===== config.mk =====
export PLATFORM = sky130hd
export DESIGN_NAME = fetch_trace_enc
export DESIGN_NICKNAME = d
export VERILOG_FILES = /design/src/rtl/ftr_pkg.sv /design/src/rtl/ftr_classify.sv /design/src/rtl/ftr_fifo.sv /design/src/rtl/ftr_serializer.sv /design/src/rtl/fetch_trace_enc.sv
export SDC_FILE = /design/constraint.sdc
export NUM_CORES = 1
export LEC_CHECK = 0
export ABC_CLOCK_PERIOD_IN_PS = 3600
export BUFFER_PORTS_ARGS = -buffer_cell sky130_fd_sc_hd__clkbuf_2
export CORE_MARGIN = 8
export CORE_UTILIZATION = 30
export CTS_BUF_LIST = sky130_fd_sc_hd__clkbuf_8
export CTS_CLUSTER_SIZE = 40
export DETAILED_ROUTE_END_ITERATION = 10
export GPL_TIMING_DRIVEN = 0
export PLACE_DENSITY = 0.55
export SYNTH_ARGS = -nofsm -noshare
export SYNTH_HDL_FRONTEND = slang
export SYNTH_HIERARCHICAL = 1
export SYNTH_SLANG_ARGS = --single-unit

===== constraint.sdc =====
create_clock -name clk -period 3.6 [get_ports clk]
set_input_delay 0.72 -clock clk [delete_from_list [all_inputs] [get_ports clk]]
set_output_delay 0.72 -clock clk [all_outputs]
set_load 0.005 [all_outputs]

===== src/rtl/ftr_pkg.sv =====
package ftr_pkg;

  localparam int KIND_W = 3;

  typedef enum logic [KIND_W-1:0] {
    FK_STALL    = 3'd0,
    FK_SEQ      = 3'd1,
    FK_NOTTAKEN = 3'd2,
    FK_DIRECT   = 3'd3,
    FK_INDIRECT = 3'd4,
    FK_EXCEPT   = 3'd5
  } fkind_e;

endpackage


===== src/rtl/ftr_classify.sv =====
module ftr_classify
  import ftr_pkg::*;
#(
  parameter int ADDR_W    = 32,
  parameter int CNT_IN_W  = 4,
  parameter int CNT_OUT_W = 3
) (
  input  logic                 clk,
  input  logic                 rst_n,
  input  logic [KIND_W-1:0]    kind_i,
  input  logic                 ctx_chg_i,
  input  logic [ADDR_W-1:0]    addr_i,
  input  logic [CNT_IN_W-1:0]  flush_cnt_i,
  input  logic                 serial_mode_i,
  input  logic                 ack_i,
  output logic                 push_o,
  output logic [KIND_W-1:0]    st_kind_o,
  output logic [CNT_OUT_W-1:0] st_cancel_o,
  output logic                 cancel_ovf_o,
  output logic [ADDR_W-1:0]    vis_addr_o,
  output logic                 vis_vld_o
);

  localparam int CNT_MAX = (1 << CNT_OUT_W) - 1;
  localparam logic [CNT_IN_W-1:0] CNT_MAX_IN = CNT_IN_W'(CNT_MAX);

  fkind_e                kind_eff;
  logic [KIND_W-1:0]     kind_d, kind_q;
  logic [CNT_OUT_W-1:0]  cancel_d, cancel_q;
  logic                  ovf_d, ovf_q;
  logic                  vis_vld_d, vis_vld_q;
  logic                  vis_en;
  logic [ADDR_W-1:0]     vis_addr_q;
  logic                  too_many;

  // Decode the raw kind; reserved codes collapse to stall, context changes
  // are promoted to an indirect flow change.
  always_comb begin
    unique case (kind_i)
      3'd1:    kind_eff = FK_SEQ;
      3'd2:    kind_eff = FK_NOTTAKEN;
      3'd3:    kind_eff = FK_DIRECT;
      3'd4:    kind_eff = FK_INDIRECT;
      3'd5:    kind_eff = FK_EXCEPT;
      default: kind_eff = FK_STALL;
    endcase
    if (ctx_chg_i && kind_eff != FK_EXCEPT) begin
      kind_eff = FK_INDIRECT;
    end
  end

  always_comb begin
    too_many  = flush_cnt_i > CNT_MAX_IN;
    cancel_d  = too_many ? CNT_OUT_W'(CNT_MAX) : flush_cnt_i[CNT_OUT_W-1:0];
    ovf_d     = too_many | (ovf_q & ~ack_i);
    kind_d    = serial_mode_i ? FK_STALL : kind_eff;
    push_o    = ~serial_mode_i & (kind_eff == FK_INDIRECT || kind_eff == FK_EXCEPT);
    vis_vld_d = serial_mode_i & (kind_eff != FK_STALL);
    vis_en    = vis_vld_d;
  end

  always_ff @(posedge clk or negedge rst_n) begin
    if (!rst_n) begin
      kind_q    <= FK_STALL;
      cancel_q  <= '0;
      ovf_q     <= 1'b0;
      vis_vld_q <= 1'b0;
    end else begin
      kind_q    <= kind_d;
      cancel_q  <= cancel_d;
      ovf_q     <= ovf_d;
      vis_vld_q <= vis_vld_d;
    end
  end

  always_ff @(posedge clk or negedge rst_n) begin
    if (!rst_n) begin
      vis_addr_q <= '0;
    end else if (vis_en) begin
      vis_addr_q <= addr_i;
    end
  end

  assign st_kind_o    = kind_q;
  assign st_cancel_o  = cancel_q;
  assign cancel_ovf_o = ovf_q;
  assign vis_addr_o   = vis_addr_q;
  assign vis_vld_o    = vis_vld_q;

endmodule


===== src/rtl/ftr_fifo.sv =====
module ftr_fifo #(
  parameter int W     = 32,
  parameter int DEPTH = 8
) (
  input  logic         clk,
  input  logic         rst_n,
  input  logic         push_i,
  input  logic [W-1:0] data_i,
  input  logic         pop_i,
  output logic [W-1:0] data_o,
  output logic         empty_o,
  output logic         full_o
);

  localparam int PTR_W = (DEPTH > 1) ? $clog2(DEPTH) : 1;
  localparam int CNT_W = PTR_W + 1;
  localparam logic [CNT_W-1:0] DEPTH_C = CNT_W'(DEPTH);

  logic [W-1:0]     mem_q [DEPTH];
  logic [PTR_W-1:0] wr_q, wr_d, rd_q, rd_d;
  logic [CNT_W-1:0] cnt_q, cnt_d;
  logic             do_push, do_pop;

  // A push against a full queue is refused even if a pop happens in the
  // same clock; the caller flags the loss.
  always_comb begin
    full_o  = (cnt_q == DEPTH_C);
    empty_o = (cnt_q == '0);
    do_push = push_i & ~full_o;
    do_pop  = pop_i & ~empty_o;
    wr_d    = wr_q;
    rd_d    = rd_q;
    cnt_d   = cnt_q;
    if (do_push) begin
      wr_d = (wr_q == PTR_W'(DEPTH - 1)) ? '0 : wr_q + 1'b1;
    end
    if (do_pop) begin
      rd_d = (rd_q == PTR_W'(DEPTH - 1)) ? '0 : rd_q + 1'b1;
    end
    case ({do_push, do_pop})
      2'b10:   cnt_d = cnt_q + 1'b1;
      2'b01:   cnt_d = cnt_q - 1'b1;
      default: cnt_d = cnt_q;
    endcase
  end

  always_ff @(posedge clk or negedge rst_n) begin
    if (!rst_n) begin
      wr_q  <= '0;
      rd_q  <= '0;
      cnt_q <= '0;
    end else begin
      wr_q  <= wr_d;
      rd_q  <= rd_d;
      cnt_q <= cnt_d;
    end
  end

  for (genvar e = 0; e < DEPTH; e++) begin : g_entry
    logic wen;
    assign wen = do_push && (wr_q == PTR_W'(e));
    always_ff @(posedge clk) begin
      if (wen) begin
        mem_q[e] <= data_i;
      end
    end
  end

  assign data_o = mem_q[rd_q];

endmodule


===== src/rtl/ftr_serializer.sv =====
module ftr_serializer #(
  parameter int W = 32
) (
  input  logic         clk,
  input  logic         rst_n,
  input  logic         avail_i,
  input  logic [W-1:0] data_i,
  output logic         pop_o,
  output logic         ser_dat_o,
  output logic         ser_vld_o
);

  localparam int BIT_W = (W > 1) ? $clog2(W) : 1;
  localparam logic [BIT_W-1:0] LAST_BIT = BIT_W'(W - 1);

  logic             busy_q, busy_d;
  logic [W-1:0]     sh_q, sh_d;
  logic [BIT_W-1:0] bit_q, bit_d;
  logic             last;

  // A new word loads in the clock the previous one sends its last bit,
  // so consecutive words leave with no idle clock between them.
  always_comb begin
    last   = busy_q && (bit_q == LAST_BIT);
    pop_o  = avail_i && (!busy_q || last);
    busy_d = busy_q;
    sh_d   = sh_q;
    bit_d  = bit_q;
    if (pop_o) begin
      busy_d = 1'b1;
      sh_d   = data_i;
      bit_d  = '0;
    end else if (last) begin
      busy_d = 1'b0;
    end else if (busy_q) begin
      sh_d  = {sh_q[W-2:0], 1'b0};
      bit_d = bit_q + 1'b1;
    end
  end

  always_ff @(posedge clk or negedge rst_n) begin
    if (!rst_n) begin
      busy_q <= 1'b0;
      sh_q   <= '0;
      bit_q  <= '0;
    end else begin
      busy_q <= busy_d;
      sh_q   <= sh_d;
      bit_q  <= bit_d;
    end
  end

  assign ser_vld_o = busy_q;
  assign ser_dat_o = sh_q[W-1];

endmodule


===== src/rtl/fetch_trace_enc.sv =====
module fetch_trace_enc
  import ftr_pkg::*;
#(
  parameter int ADDR_W    = 32,
  parameter int CNT_IN_W  = 4,
  parameter int CNT_OUT_W = 3,
  parameter int Q_DEPTH   = 8
) (
  input  logic                 clk,
  input  logic                 rst_n,
  input  logic [KIND_W-1:0]    fe_kind_i,
  input  logic                 fe_ctx_chg_i,
  input  logic [ADDR_W-1:0]    fe_addr_i,
  input  logic [CNT_IN_W-1:0]  fe_flush_cnt_i,
  input  logic                 serial_mode_i,
  input  logic                 st_ack_i,
  output logic [KIND_W-1:0]    st_kind_o,
  output logic [CNT_OUT_W-1:0] st_cancel_o,
  output logic                 st_cancel_ovf_o,
  output logic                 st_lost_o,
  output logic                 tq_dat_o,
  output logic                 tq_vld_o,
  output logic [ADDR_W-1:0]    vis_addr_o,
  output logic                 vis_vld_o
);

  logic              push;
  logic              pop;
  logic              q_empty, q_full;
  logic [ADDR_W-1:0] q_head;
  logic              lost_q, lost_d;

  ftr_classify #(
    .ADDR_W   (ADDR_W),
    .CNT_IN_W (CNT_IN_W),
    .CNT_OUT_W(CNT_OUT_W)
  ) u_classify (
    .clk          (clk),
    .rst_n        (rst_n),
    .kind_i       (fe_kind_i),
    .ctx_chg_i    (fe_ctx_chg_i),
    .addr_i       (fe_addr_i),
    .flush_cnt_i  (fe_flush_cnt_i),
    .serial_mode_i(serial_mode_i),
    .ack_i        (st_ack_i),
    .push_o       (push),
    .st_kind_o    (st_kind_o),
    .st_cancel_o  (st_cancel_o),
    .cancel_ovf_o (st_cancel_ovf_o),
    .vis_addr_o   (vis_addr_o),
    .vis_vld_o    (vis_vld_o)
  );

  ftr_fifo #(
    .W    (ADDR_W),
    .DEPTH(Q_DEPTH)
  ) u_fifo (
    .clk    (clk),
    .rst_n  (rst_n),
    .push_i (push),
    .data_i (fe_addr_i),
    .pop_i  (pop),
    .data_o (q_head),
    .empty_o(q_empty),
    .full_o (q_full)
  );

  ftr_serializer #(
    .W(ADDR_W)
  ) u_ser (
    .clk      (clk),
    .rst_n    (rst_n),
    .avail_i  (~q_empty),
    .data_i   (q_head),
    .pop_o    (pop),
    .ser_dat_o(tq_dat_o),
    .ser_vld_o(tq_vld_o)
  );

  always_comb begin
    lost_d = (push & q_full) | (lost_q & ~st_ack_i);
  end

  always_ff @(posedge clk or negedge rst_n) begin
    if (!rst_n) begin
      lost_q <= 1'b0;
    end else begin
      lost_q <= lost_d;
    end
  end

  assign st_lost_o = lost_q;

endmodule


==> metrics.md <==
| Metric | Value |
|---|---|
| CTS buffer count | 56 |
| # setup viols final | 0 |
| Nature of the critical path endpoint | flip-flop |
| Setup_tns | 0 ps |
| Detailed Routing Iterations Pass 1 | 5 |
| Final period util | 0.938 |
| First-pass GRT wire length | 53.9 mm |
| Clock root buffer | clkbuf_8 |
| Number of port buffers | 85 |
| Max FO, Critical Path | 10 |
| Met1 WL | 16.2 mm |
| CTS tree | yes |
| Maxcap violations | 0 |
| Finished Layout Cells | 1,678 |
| Sequential area share after synthesis | 0.688 |
| Yosys reg bits | 345 |
| Leak pwr | 0.00639 uW |
| Largest net degree at the start of global routing | 90 |
| Io pins | 87 |
| Die X | 235 um |
| DP Cell Count | 1,571 |
| Worst Hold Class | in2async |
| Asr flop ratio synth | 0.258 |
| Pwr dens | 681 nW/um^2 |
| H-tree levels | 2 |
| CP Data Arrival Time | 3830 ps |
| RePlAce Congestion | 0.721 |
| Routed WL | 35.1 mm |
| Syn. warnings | 6 |
| Clk sinks | 345 |
| Grt ovf | 0 |
| Synthesized area per cell | 16.7 um^2 |
| Post-layout minimum cycle time | 3380 ps |
| Top Layer Used | met4 |
| Reg2reg path depth | 13 |
| Final hold violations | 0 |
| Peak supply drop | 0.000289 V |
| Pins Over Slew Limit | 0 |
| FF-to-FF Start | u_fifo/cnt_q[0] |
| Via density | 4.87 |
| Gate Count Post-Synth | 863 |
| Die area | 55,300 um^2 |
| DR iter-0 viols | 512 |
| Final Util | 0.356 |
| Startpoint Class | flip-flop |
| Core area | 47,500 um^2 |
| Fillcell total | 4,485 |
| Initial antenna violation count | 3 |
| Clk slew on worst S/H paths | 70 ps |
| Yosys cell types | 47 |
| Maximum clock frequency | 296 MHz |
| Crit path kind | reg2reg |
| DRC | 0 |
| WL met2 | 16.6 mm |
| Die Y | 235 um |
| Clk buf depth | 3 |
| Routed wl met3 | 1.74 mm |
| Actual slew at the worst max-slew pin | 895 ps |
| Status | finished clean |
| Worst reg2reg setup slack | 220 ps |
| Initial Utilization | 0.303 |
| Setup repair after global routing missed its margin | no |
| Power, Total | 11,500 uW |
| CP Data Required Time | 4060 ps |
| Wire per inst | 20.9 um |
| Rows | 80 |
| Top_reg_cell synth | edfxtp_1 |
| Number of synthesized flops with an enable pin | 256 |
| Total GRT Usage | 0.125 |
| Capturing point of the worst reg2reg path | u_fifo/cnt_q[3] |
| Vias in the first global route | 8,605 |
| Clock skew after layout | 31.1 ps |
| Share of post-route cells with drive strength above 1 | 0.296 |
| WHS | 177 ps |
| Synthesized area | 14,400 um^2 |
| Slew HR | 0.403 |
| Post-CTS Setup Repair Bufs | 0 |
| DR vias | 8,164 |
| Final nets | 1,074 |
| Syn Nets | 923 |
| Post-route ant nets | 0 |
| Clk_lat worst skew | 590 ps |
| Detailed placer's ending HPWL | 23.3 mm |
| Area Overhead vs Synth | 17.5% |
-- final cells by class --
type                            count  area, um^2  share of cell area
Buffer                             58         363              0.0214
Inverter                           49         184              0.0109
Multi-Input combinational cell    411        3970               0.234
Sequential cell                   345        9910               0.585
Antenna cell                        3        7.51            0.000443
Timing Repair Buffer               93         594              0.0351
Clock inverter                     44         315              0.0186
Clock buffer                       60         826              0.0487
Tap cell                          615         769              0.0454
-- power by group --
part / leakage (uW) / total [uW] / switching (uW) / internal [uW]
sequential: 0.00342 / 5080 / 250 / 4830
clock: 0.000644 / 3440 / 1540 / 1900
combinational: 0.00232 / 3020 / 1540 / 1480
total: 0.00639 / 11500 / 3330 / 8200
-- how the worst max path moves through the flow --
stage	to	cells after the start	startpoint
after floorplan	u_fifo/cnt_q[3]	12	serial_mode_i
after global placement	u_fifo/mem_q[4][15]	7	serial_mode_i
after detailed placement	u_fifo/cnt_q[3]	12	serial_mode_i
after CTS	u_fifo/cnt_q[3]	13	u_fifo/cnt_q[0]
after global routing	u_fifo/cnt_q[3]	13	u_fifo/cnt_q[0]
final	u_fifo/cnt_q[3]	13	u_fifo/cnt_q[0]
-- cells in the mapped netlist (6+ instances only) --
master / count / area [um^2]
edfxtp_1: 256 / 7690
dfrtp_1: 89 / 2230
nand2_1: 69 / 259
mux4_2: 64 / 1440
inv_1: 49 / 184
mux2i_1: 37 / 370
mux2_2: 35 / 394
nor3_1: 35 / 175
a311o_1: 32 / 320
o22ai_1: 32 / 200
o21ai_0: 26 / 130
clkbuf_1: 20 / 75.1
ha_1: 15 / 188
buf_2: 12 / 60.1
buf_6: 12 / 135
o21ai_1: 9 / 45.0
buf_1: 8 / 30.0
and3_1: 7 / 43.8
nand2b_1: 6 / 37.5
-- critical path, stage by stage (launching register included) --
cell	delay (ps)
dfrtp_1	370
clkbuf_1	200
nor4_2	310
inv_1	70
buf_4	200
buf_6	180
and2_1	180
o41ai_2	140
inv_1	110
ha_1	320
ha_1	380
or4b_1	530
o311ai_0	110
o211ai_1	130
-- flip-flops by register name (all words and copies together) (netlist names) --
register / flops
u_ser/ser_vld_o: 1
u_fifo/mem_q: 256
u_classify/st_cancel_o: 3
st_lost_o: 1
u_fifo/cnt_q: 4
u_classify/st_kind_o: 3
u_fifo/rd_q: 3
u_classify/vis_addr_o: 32
u_fifo/wr_q: 3
u_ser/sh_q: 32
u_ser/bit_q: 5
u_classify/cancel_ovf_o: 1
u_classify/vis_vld_o: 1
-- routing by layer --
layer | GRT usage | vias up
li1 | - | 3680
met1 | 0.170 | 4226
met2 | 0.201 | 214
met3 | 0.0266 | 44
met4 | 0.0366 | 0
met5 | 0 | -
-- cells by family (layout without fill, tap and decap cells) --
kind of cell	count (synthesis)	in the layout	share of synthesized area
muxes	137	137	0.154
xor gates and xnor gates	2	2	0.00122
DFF	345	345	0.688
other	0	3	0
buffers and inverters	107	304	0.0379
adders and majority gates	17	17	0.0152
and+or+nand+nor	142	142	0.0478
AOI/OAI and AO/OA	113	113	0.0561
-- what timing repair did --
item,CTS,global route
endpoints found under the setup margin,0,1
gates resized for setup,0,1
hold buffers,0,0
-- through the flow --
step                      worst slack, ps  instance area, um^2
after floorplan                       315                14400
after global placement               -900                15600
after detailed placement             -314                15800
after CTS                             137                16900
after global routing                 67.6                16900
final                                 224                16900
-- placed cells by master, fill, tap and decap left out, types with 3 or more instances in the layout --
cell type     n
a21oi_1       3
mux4_2       64
o22ai_1      32
ha_1         15
buf_6        12
clkbuf_8     61
o21ai_1       9
mux2_2       35
clkinv_1     11
dfrtp_1      89
and3_2        6
o21ai_0      26
a311o_1      32
buf_1         8
edfxtp_1    256
nor2_1        4
mux2i_1      37
nor3_1       35
nor3b_1       4
nand2b_1      6
clkinv_2      6
bufinv_16     5
nand3_1       4
buf_8         3
clkinvlp_4    3
buf_12        8
inv_1        68
or2_2         3
buf_2        12
nand2_1      69
clkbuf_2     86
clkbuf_1     20
diode_2       3
Power figures use the tool's default switching activity.
